## src/rtl/blr_pkg.sv

```systemverilog
// Shared types for the burst cache-line reader.
// Assumes nothing beyond the default 32-bit address and data sizes.
package blr_pkg;

    // Bus sequencing states
    typedef enum logic [2:0] {
        ST_IDLE  = 3'd0,   // waiting for a request
        ST_ADDR  = 3'd1,   // address clock of a two-clock transfer
        ST_DATA  = 3'd2,   // data clock, may be stretched by wait states
        ST_BURST = 3'd3,   // streaming remaining line words
        ST_LAST  = 3'd4,   // last word is on the fill port
        ST_DONE  = 3'd5    // completion pulse
    } blr_state_e;

endpackage

```

## src/rtl/blr_addr_seq.sv

```systemverilog
// Address sequencer: holds the line base and the starting word, and counts
// the words taken so far. The current word offset wraps inside the line.
// Assumes LINE_WORDS is a power of two, so the offset wraps by overflow.
module blr_addr_seq #(
    parameter int WADDR_W    = 30,
    parameter int LINE_WORDS = 4,
    localparam int IDX_W     = $clog2(LINE_WORDS)
) (
    input  logic               clk,
    input  logic               rst_n,
    input  logic               load,
    input  logic [WADDR_W-1:0] load_waddr,
    input  logic               advance,
    output logic [WADDR_W-1:0] cur_waddr,
    output logic [IDX_W-1:0]   cur_idx,
    output logic               last_word
);

    logic [WADDR_W-IDX_W-1:0] line_base;
    logic [IDX_W-1:0]         start_idx;
    logic [IDX_W-1:0]         taken;

    // Latch the line base and start offset on accept; count taken words
    always_ff @(posedge clk) begin
        if (!rst_n) begin
            line_base <= '0;
            start_idx <= '0;
            taken     <= '0;
        end else if (load) begin
            line_base <= load_waddr[WADDR_W-1:IDX_W];
            start_idx <= load_waddr[IDX_W-1:0];
            taken     <= '0;
        end else if (advance) begin
            taken <= taken + 1'b1;
        end
    end

    // Wrapping word offset and the resulting bus address
    always_comb begin
        cur_idx   = start_idx + taken;
        cur_waddr = {line_base, cur_idx};
        last_word = (taken == IDX_W'(LINE_WORDS - 1));
    end

endmodule

```

## src/rtl/blr_bus_fsm.sv

```systemverilog
// Bus state machine: runs two-clock transfers, asks for a burst on the
// first transfer of a line fill, streams when memory accepts it and falls
// back to separate transfers when it does not.
// Assumes memory samples mem_burst_req with the strobe and answers with
// mem_burst_ack together with the first ready.
module blr_bus_fsm
    import blr_pkg::*;
(
    input  logic clk,
    input  logic rst_n,
    input  logic req_valid,
    input  logic req_line,
    input  logic mem_ready,
    input  logic mem_burst_ack,
    input  logic last_word,
    output logic req_ready,
    output logic load,
    output logic capture,
    output logic mem_strobe,
    output logic mem_burst_req,
    output logic fill_done
);

    blr_state_e state, state_nx;
    logic       is_line;
    logic       first;
    logic       finish;

    // Decode handshake strobes from the current state
    always_comb begin
        req_ready     = (state == ST_IDLE);
        load          = req_ready && req_valid;
        capture       = mem_ready && ((state == ST_DATA) || (state == ST_BURST));
        mem_strobe    = (state == ST_ADDR);
        mem_burst_req = (state == ST_ADDR) && is_line && first;
        fill_done     = (state == ST_DONE);
        finish        = !is_line || last_word;
    end

    // Next-state selection
    always_comb begin
        state_nx = state;
        case (state)
            ST_IDLE:  if (load) state_nx = ST_ADDR;
            ST_ADDR:  state_nx = ST_DATA;
            ST_DATA: begin
                if (mem_ready) begin
                    if (finish)                      state_nx = ST_LAST;
                    else if (first && mem_burst_ack) state_nx = ST_BURST;
                    else                             state_nx = ST_ADDR;
                end
            end
            ST_BURST: if (mem_ready && last_word) state_nx = ST_LAST;
            ST_LAST:  state_nx = ST_DONE;
            ST_DONE:  state_nx = ST_IDLE;
            default:  state_nx = ST_IDLE;
        endcase
    end

    // State register plus per-request mode and first-transfer flags
    always_ff @(posedge clk) begin
        if (!rst_n) begin
            state   <= ST_IDLE;
            is_line <= 1'b0;
            first   <= 1'b0;
        end else begin
            state <= state_nx;
            if (load) begin
                is_line <= req_line;
                first   <= 1'b1;
            end else if (capture) begin
                first <= 1'b0;
            end
        end
    end

endmodule

```

## src/rtl/blr_fill_port.sv

```systemverilog
// Fill port register: presents each captured word with its line offset
// for one clock. Assumes the cache takes a word whenever fill_valid is high.
module blr_fill_port #(
    parameter int DATA_W = 32,
    parameter int IDX_W  = 2
) (
    input  logic              clk,
    input  logic              rst_n,
    input  logic              capture,
    input  logic [IDX_W-1:0]  cap_idx,
    input  logic [DATA_W-1:0] cap_data,
    output logic              fill_valid,
    output logic [IDX_W-1:0]  fill_word_idx,
    output logic [DATA_W-1:0] fill_data
);

    // Register the bus word on its capture clock
    always_ff @(posedge clk) begin
        if (!rst_n) begin
            fill_valid    <= 1'b0;
            fill_word_idx <= '0;
            fill_data     <= '0;
        end else begin
            fill_valid <= capture;
            if (capture) begin
                fill_word_idx <= cap_idx;
                fill_data     <= cap_data;
            end
        end
    end

endmodule

```

## src/rtl/burst_line_reader.sv

```systemverilog
// Burst cache-line reader top: fetches the aligned line around a requested
// word, starting with that word, with a bursted or single-cycle fallback.
// Assumes a single outstanding request and a memory that never aborts.
module burst_line_reader #(
    parameter int ADDR_W     = 32,
    parameter int DATA_W     = 32,
    parameter int LINE_WORDS = 4,
    localparam int BYTE_W    = $clog2(DATA_W / 8),
    localparam int WADDR_W   = ADDR_W - BYTE_W,
    localparam int IDX_W     = $clog2(LINE_WORDS)
) (
    input  logic               clk,
    input  logic               rst_n,
    input  logic               req_valid,
    input  logic [WADDR_W-1:0] req_waddr,
    input  logic               req_instr,
    input  logic               req_cacheable,
    output logic               req_ready,
    output logic [WADDR_W-1:0] mem_waddr,
    output logic               mem_strobe,
    output logic               mem_burst_req,
    input  logic               mem_ready,
    input  logic               mem_burst_ack,
    input  logic [DATA_W-1:0]  mem_data,
    output logic               fill_valid,
    output logic [IDX_W-1:0]   fill_word_idx,
    output logic [DATA_W-1:0]  fill_data,
    output logic               fill_done
);

    logic             load;
    logic             capture;
    logic             last_word;
    logic [IDX_W-1:0] cur_idx;
    logic             req_line;

    // Only cacheable instruction fetches fill whole lines
    always_comb req_line = req_instr && req_cacheable;

    blr_addr_seq #(
        .WADDR_W    (WADDR_W),
        .LINE_WORDS (LINE_WORDS)
    ) u_seq (
        .clk        (clk),
        .rst_n      (rst_n),
        .load       (load),
        .load_waddr (req_waddr),
        .advance    (capture),
        .cur_waddr  (mem_waddr),
        .cur_idx    (cur_idx),
        .last_word  (last_word)
    );

    blr_bus_fsm u_fsm (
        .clk           (clk),
        .rst_n         (rst_n),
        .req_valid     (req_valid),
        .req_line      (req_line),
        .mem_ready     (mem_ready),
        .mem_burst_ack (mem_burst_ack),
        .last_word     (last_word),
        .req_ready     (req_ready),
        .load          (load),
        .capture       (capture),
        .mem_strobe    (mem_strobe),
        .mem_burst_req (mem_burst_req),
        .fill_done     (fill_done)
    );

    blr_fill_port #(
        .DATA_W (DATA_W),
        .IDX_W  (IDX_W)
    ) u_fill (
        .clk           (clk),
        .rst_n         (rst_n),
        .capture       (capture),
        .cap_idx       (cur_idx),
        .cap_data      (mem_data),
        .fill_valid    (fill_valid),
        .fill_word_idx (fill_word_idx),
        .fill_data     (fill_data)
    );

endmodule

```

## config.mk

```make
export PLATFORM = sky130hd
export DESIGN_NAME = burst_line_reader
export DESIGN_NICKNAME = d
export VERILOG_FILES = /design/src/rtl/blr_pkg.sv /design/src/rtl/blr_addr_seq.sv /design/src/rtl/blr_bus_fsm.sv /design/src/rtl/blr_fill_port.sv /design/src/rtl/burst_line_reader.sv
export SDC_FILE = /design/constraint.sdc
export NUM_CORES = 1
export LEC_CHECK = 0
export BUFFER_PORTS_ARGS = -buffer_cell sky130_fd_sc_hd__clkbuf_2
export CAP_MARGIN = 0
export CORE_MARGIN = 2
export CORE_UTILIZATION = 45
export DETAILED_ROUTE_END_ITERATION = 7
export GPL_TIMING_DRIVEN = 1
export PLACE_DENSITY = 0.82
export SETUP_SLACK_MARGIN = 0.5
export SYNTH_ARGS = -nofsm -noshare
export SYNTH_HDL_FRONTEND = slang
export SYNTH_SLANG_ARGS = --single-unit
```

## constraint.sdc

```tcl
create_clock -name clk -period 3 [get_ports clk]
set_input_delay 0.75 -clock clk [delete_from_list [all_inputs] [get_ports clk]]
set_output_delay 0.75 -clock clk [all_outputs]
set_load 0.01 [all_outputs]
```

**Word level (Yosys, flattened, before mapping)**

Cells that the tools add are included.
Widths: inputs -> output; s select.

- Bits in latches: 0
- Output and inout bits: 69
- Memory bits (read-only): 0
- Register bits after elaboration: 72
- Memories kept: 0
- Bits in writable memories: 0

- Divide/modulo/power cells: 0
- Shift operators: 0
- Equal/unequal tests: 9
- Bitwise logic cells: 1
- Reductions and logical operators: 14
- Mux-type cells: 8
- Magnitude comparators: 0
- Add/sub/neg operators: 2
- Multiply operators: 0

Operators with widths:

| kind | count |
|---|---|
| $pmux 3 s5 | 1 |
| $mux 3 | 4 |
| $logic_and 1x1->1 | 7 |
| $eq 3x2->1 const B | 2 |
| $eq 3x3->1 const B | 2 |
| $ne 2x2->1 const B | 2 |
| $eq 3x1->1 const B | 1 |
| $logic_not 3->1 | 1 |
| $reduce_and 3->1 | 1 |
| $add 2x1->2 const B | 1 |
| $add 2x2->2 | 1 |
| $eq 2x2->1 const B | 1 |
| $logic_or 1x1->1 | 2 |
| $mux 1 | 2 |
| $mux 2 | 1 |
| $ne 2x1->1 const B | 1 |
| $reduce_bool 2->1 | 1 |
| $reduce_or 2->1 | 1 |
| $logic_not 1->1 | 1 |
| $not 1->1 | 1 |

**Logic depth before layout (Yosys ltp)**

- Depth after elaboration: 5
- Mapped depth: 6
- Gate-level depth less buffers: 4

**Modules after synthesis**

From an unflattened synthesis, not the netlist that was laid out.

- Cells, all modules: 257
- Area total of the unflattened synthesis: 2976.6 µm²

Modules (own cells, without submodules):

| module | cells each | sequential area each (µm²) | times used | area each (µm²) |
|---|---|---|---|---|
| blr_fill_port | 111 | 700.7 | 1 | 1342.5 |
| blr_addr_seq | 110 | 640.6 | 1 | 1308.8 |
| blr_bus_fsm | 35 | 100.1 | 1 | 319.1 |
| burst_line_reader | 1 | 0.0 | 1 | 6.3 |

**Least setup slack after synthesis**

OpenSTA, ideal clock, no wires.

- Path kind: register -> output
- Start: register u_fsm.state[1]
- End: output port mem_burst_req
- Path slack: 1.134 ns
- Data arrival time: 1.116 ns
- Data required time: 2.250 ns
- Cell stages (with the launch flop): 4
- Path through: dfxtp_1 > buf_2 > nor3_1 > and3_1

- Longest elaborated chain between the ends: 3

Ends and longest elaborated chain:

| element | RTL line | text |
|---|---|---|
| from (decl) | blr_bus_fsm.sv:24 | `blr_state_e state, state_nx;` |
| from (signal assigned) | blr_bus_fsm.sv:67 | `state <= state_nx;` |
| $eq 3x1->1 | n/a |  |
| named net mem_strobe | burst_line_reader.sv:20 | `output logic mem_strobe,` |
| $logic_and 1x1->1 (2 in series) | blr_bus_fsm.sv:35 | `mem_burst_req = (state == ST_ADDR) && is_line && first;` |
| to (decl) | burst_line_reader.sv:21 | `output logic mem_burst_req,` |

The timed path passes the listed nets, and every way through them passes these cells.

**Worst setup path in the final report**

- Start: register u_fsm.state[0]
- End: output port mem_burst_req

- Longest elaborated chain between the ends: 3

Ends and longest elaborated chain:

| element | RTL line |
|---|---|
| $eq 3x1->1 | blr_bus_fsm.sv:35 |
| $logic_and 1x1->1 (2 in series) | blr_bus_fsm.sv:35 |

Every way passes these cells.

==> impl_metrics.csv <==
group,metric,value,unit
global_routing,met2_usage,36.88,%
floorplanning,die-height,83.54,um
pwr,combPwrFrac,18.3,%
flow_run,drv_cap,0,
finish,final_common_cell,"clkbuf_2",
pwr,power_frac_clock,36.5,%
clocking,clock_latency,0.33,ns
yosys,yosys_warnings,0,
pwr,p_leak,0.001705,uW
clocking,clock_path_buffers,2,
placed_design,placed_area,3528,um^2
timing,post-route-period-util,75.09,%
timing,rsz0062_at_grt,"false",
timing,tns,0,ns
floorplanning,rows,28,
global_routing,grt_usage,19.90,%
global_routing,grt_pass1_vias,2594,
clocking,postCtsSetupBuffers,0,
timing,fin_crit,2.253,ns
clocking,path_clk_slew,0.07,ns
finish,utilization,62.46,%
timing,fin_skew,0.005759,ns
finish,final_area,3764,um^2
yosys,syn_avg_cell_area,8.574,um^2
route,wl,6.668,mm
placed_design,io_buffers,137,
clocking,postCtsHoldBufs,0,
floorplanning,initial_core_util,47.24,%
route,drc,0,
global_routing,grt_use_met3,5.935,%
clocking,cts_resized,0,
floorplanning,dieArea,6978,um^2
pwr,switchingPower,670.4,uW
clocking,tritoncts,"done",
pwr,p_seq_share,45.3,%
pwr,p_int,1786,uW
worst_setup_path,critPathKind,"flop to output port",
floorplanning,core_area,6026,um^2
global_routing,grt_pass1_wl,11.32,mm
yosys,ys_ff_latch,72,
finish,area_growth,32.22,%
yosys,synth_nets,403,
global_routing,gr-usage-met1,21.01,%
worst_setup_path,arrival,1.50,ns
finish,mostFrequentLayoutCells,"137 x clkbuf_2, 132 x nand2_1, 72 x dfxtp_1",
floorplanning,num_io_pins,138,
finish,layout-drive-gt1-share,34.19,%
timing,worst_pin_slew,0.9992,ns
clocking,clock_sinks,72,
worst_setup_path,worst_ep_required_time,2.25,ns
clocking,h-tree-depth,3,
timing,fin_ws,0.7473,ns
worst_setup_path,critPathMaxFanout,10,
finish,nets,531,
run_status,status,"finished clean",
pwr,vdd_drop_max,0.4011,mV
global_routing,antenna_found_initial,0,
worst_setup_path,timing.rr.start,"u_fsm.state[1]",
floorplanning,die_x,83.54,um
finish,antenna_cells,0,
global_routing,grt_max_degree,49,
yosys,syn_area,2846,um^2
worst_setup_path,startpoint,"u_fsm.state[0]",
yosys,ys_seq_area_share,50.64,%
global_routing,grt-ovfl-total,0,
timing,relSlewSlack,33.39,%
timing,setup_viol,0,
yosys,ys_types,34,
timing,fmax,443.9,MHz
timing,drv_slew,0,
route,antenna_left,0,
timing,hold_violations,0,
placed_design,globalplace.congestion,0.7268,
clocking,numCtsBuffers,9,
route,firstDrtPassIters,4,
route,via_per_inst,4.806,
pwr,switching_share,27.29,%
hold_path,hp-start,"u_fill.fill_word_idx[1]",
yosys,synthCells,332,
route,drt_iter0_markers,123,
route,vias,2595,
placed_design,pre_cts_ws,0.7722,ns
worst_setup_path,setup.worst_path.end_class,"output port",
worst_setup_path,setup.worst_path.start_class,"flop",
global_routing,grt_busiest_layer,"met2",
route,routedWlPerCell,12.35,um
clocking,cts-root-buf,"clkbuf_8",
pwr,power_density,652.7,nW/um^2
placed_design,dp_hpwl,4.828,mm
hold_path,min_path_type,"flop to flop",
-- path summary, 6_finish.rpt --
check	to	slack (ns)	depth (start not counted)
worst min register to register	u_fill.fill_word_idx[1]	0.45	2
worst min-delay path	u_fill.fill_word_idx[1]	0.45	2
worst max-delay path	mem_burst_req	0.75	4
worst max register to register	u_fill.fill_data[11]	1.06	4
-- cell usage after synthesis --
cell type | n | area (um^2)
nand3b_2 | 1 | 11.26
dfxtp_1 | 72 | 1441
nor3_1 | 3 | 15.01
and3b_1 | 1 | 8.760
or4b_1 | 1 | 10.01
a21boi_1 | 31 | 232.7
nand2_1 | 132 | 495.5
nand4_1 | 1 | 6.260
inv_1 | 2 | 7.510
xnor2_1 | 3 | 26.28
buf_6 | 4 | 45.04
nand3_1 | 1 | 5.000
a21boi_0 | 34 | 255.2
nor2b_1 | 1 | 6.260
o21bai_1 | 1 | 7.510
buf_2 | 13 | 65.06
o21ai_0 | 1 | 5.000
o2bb2ai_1 | 1 | 8.760
o21ba_2 | 1 | 10.01
ha_1 | 2 | 25.02
a221oi_1 | 1 | 8.760
and3_1 | 1 | 6.260
nor4b_2 | 1 | 15.01
mux2i_1 | 1 | 10.01
nor2_1 | 3 | 11.26
and2_1 | 1 | 6.260
clkbuf_1 | 7 | 26.28
o22ai_1 | 1 | 6.260
o311a_1 | 1 | 10.01
a21oi_1 | 3 | 15.01
nand2b_1 | 3 | 18.77
nand4b_1 | 1 | 8.760
nor4b_1 | 1 | 8.760
a21o_1 | 1 | 7.510
-- routing by layer --
| layer | part of all wire [%] | wire length [um] |
|---|---|---|
| met1 | 41 | 2712 |
| met2 | 53 | 3505 |
| met3 | 5.6 | 375 |
| met4 | 1.1 | 74 |
| met5 | 0 | 0 |
-- cell type report --
type	count	area, um^2
tap	75	93.84
clock inverter	6	107.6
sequential	72	1441
inverter	2	7.507
timing repair buffer	141	715.7
clock buffer	10	127.6
fill	548	2262
multi-input combinational	234	1270
-- per-stage QoR --
step	hold WS (ns)	instances	total power, uW
final	0.4515	540	2457
after global routing	0.4726	540	2592
after CTS	0.4541	540	2487
after detailed placement	0.4438	524	1589
after global placement	0.4384	524	1573
after floorplan	0.4388	332	1422
-- power by group through the flow --
stage | sequential, uW | clock (uW) | combinational [uW]
6_report | 1110 | 896 | 448
5_1_grt | 1120 | 965 | 502
4_1_cts | 1110 | 918 | 456
3_5_place_dp | 1130 | 0 | 455
3_3_place_gp | 1130 | 0 | 444
2_1_floorplan | 1140 | 0 | 278
-- critical path: stages (launching register included) --
cell and delay (ns):
dfxtp_1 0.55, inv_1 0.12, nor3_1 0.19, and3_1 0.18, clkbuf_2 0.13
-- kinds of logic (layout without fill, tap and decap cells) --
kind of cell	count (synthesis)	after routing	share of synthesized area (%)
simple gates	152	152	22.24
flops	72	72	50.64
compound gates	76	76	19.91
mux	1	1	0.3517
fa+ha+maj	2	2	0.8790
xor+xnor	3	3	0.9232
buf+inv	26	159	5.055
-- registers in the layout, indices dropped and copies added (netlist names) --
| name | cells |
|---|---|
| u_fill.fill_data | 32 |
| u_seq.line_base | 28 |
| u_seq.start_idx | 2 |
| u_fill.fill_valid | 1 |
| u_fsm.state | 3 |
| u_fsm.first | 1 |
| u_fsm.is_line | 1 |
| u_fill.fill_word_idx | 2 |
| u_seq.taken | 2 |
No activity file was read; power rests on OpenSTA's default activity.
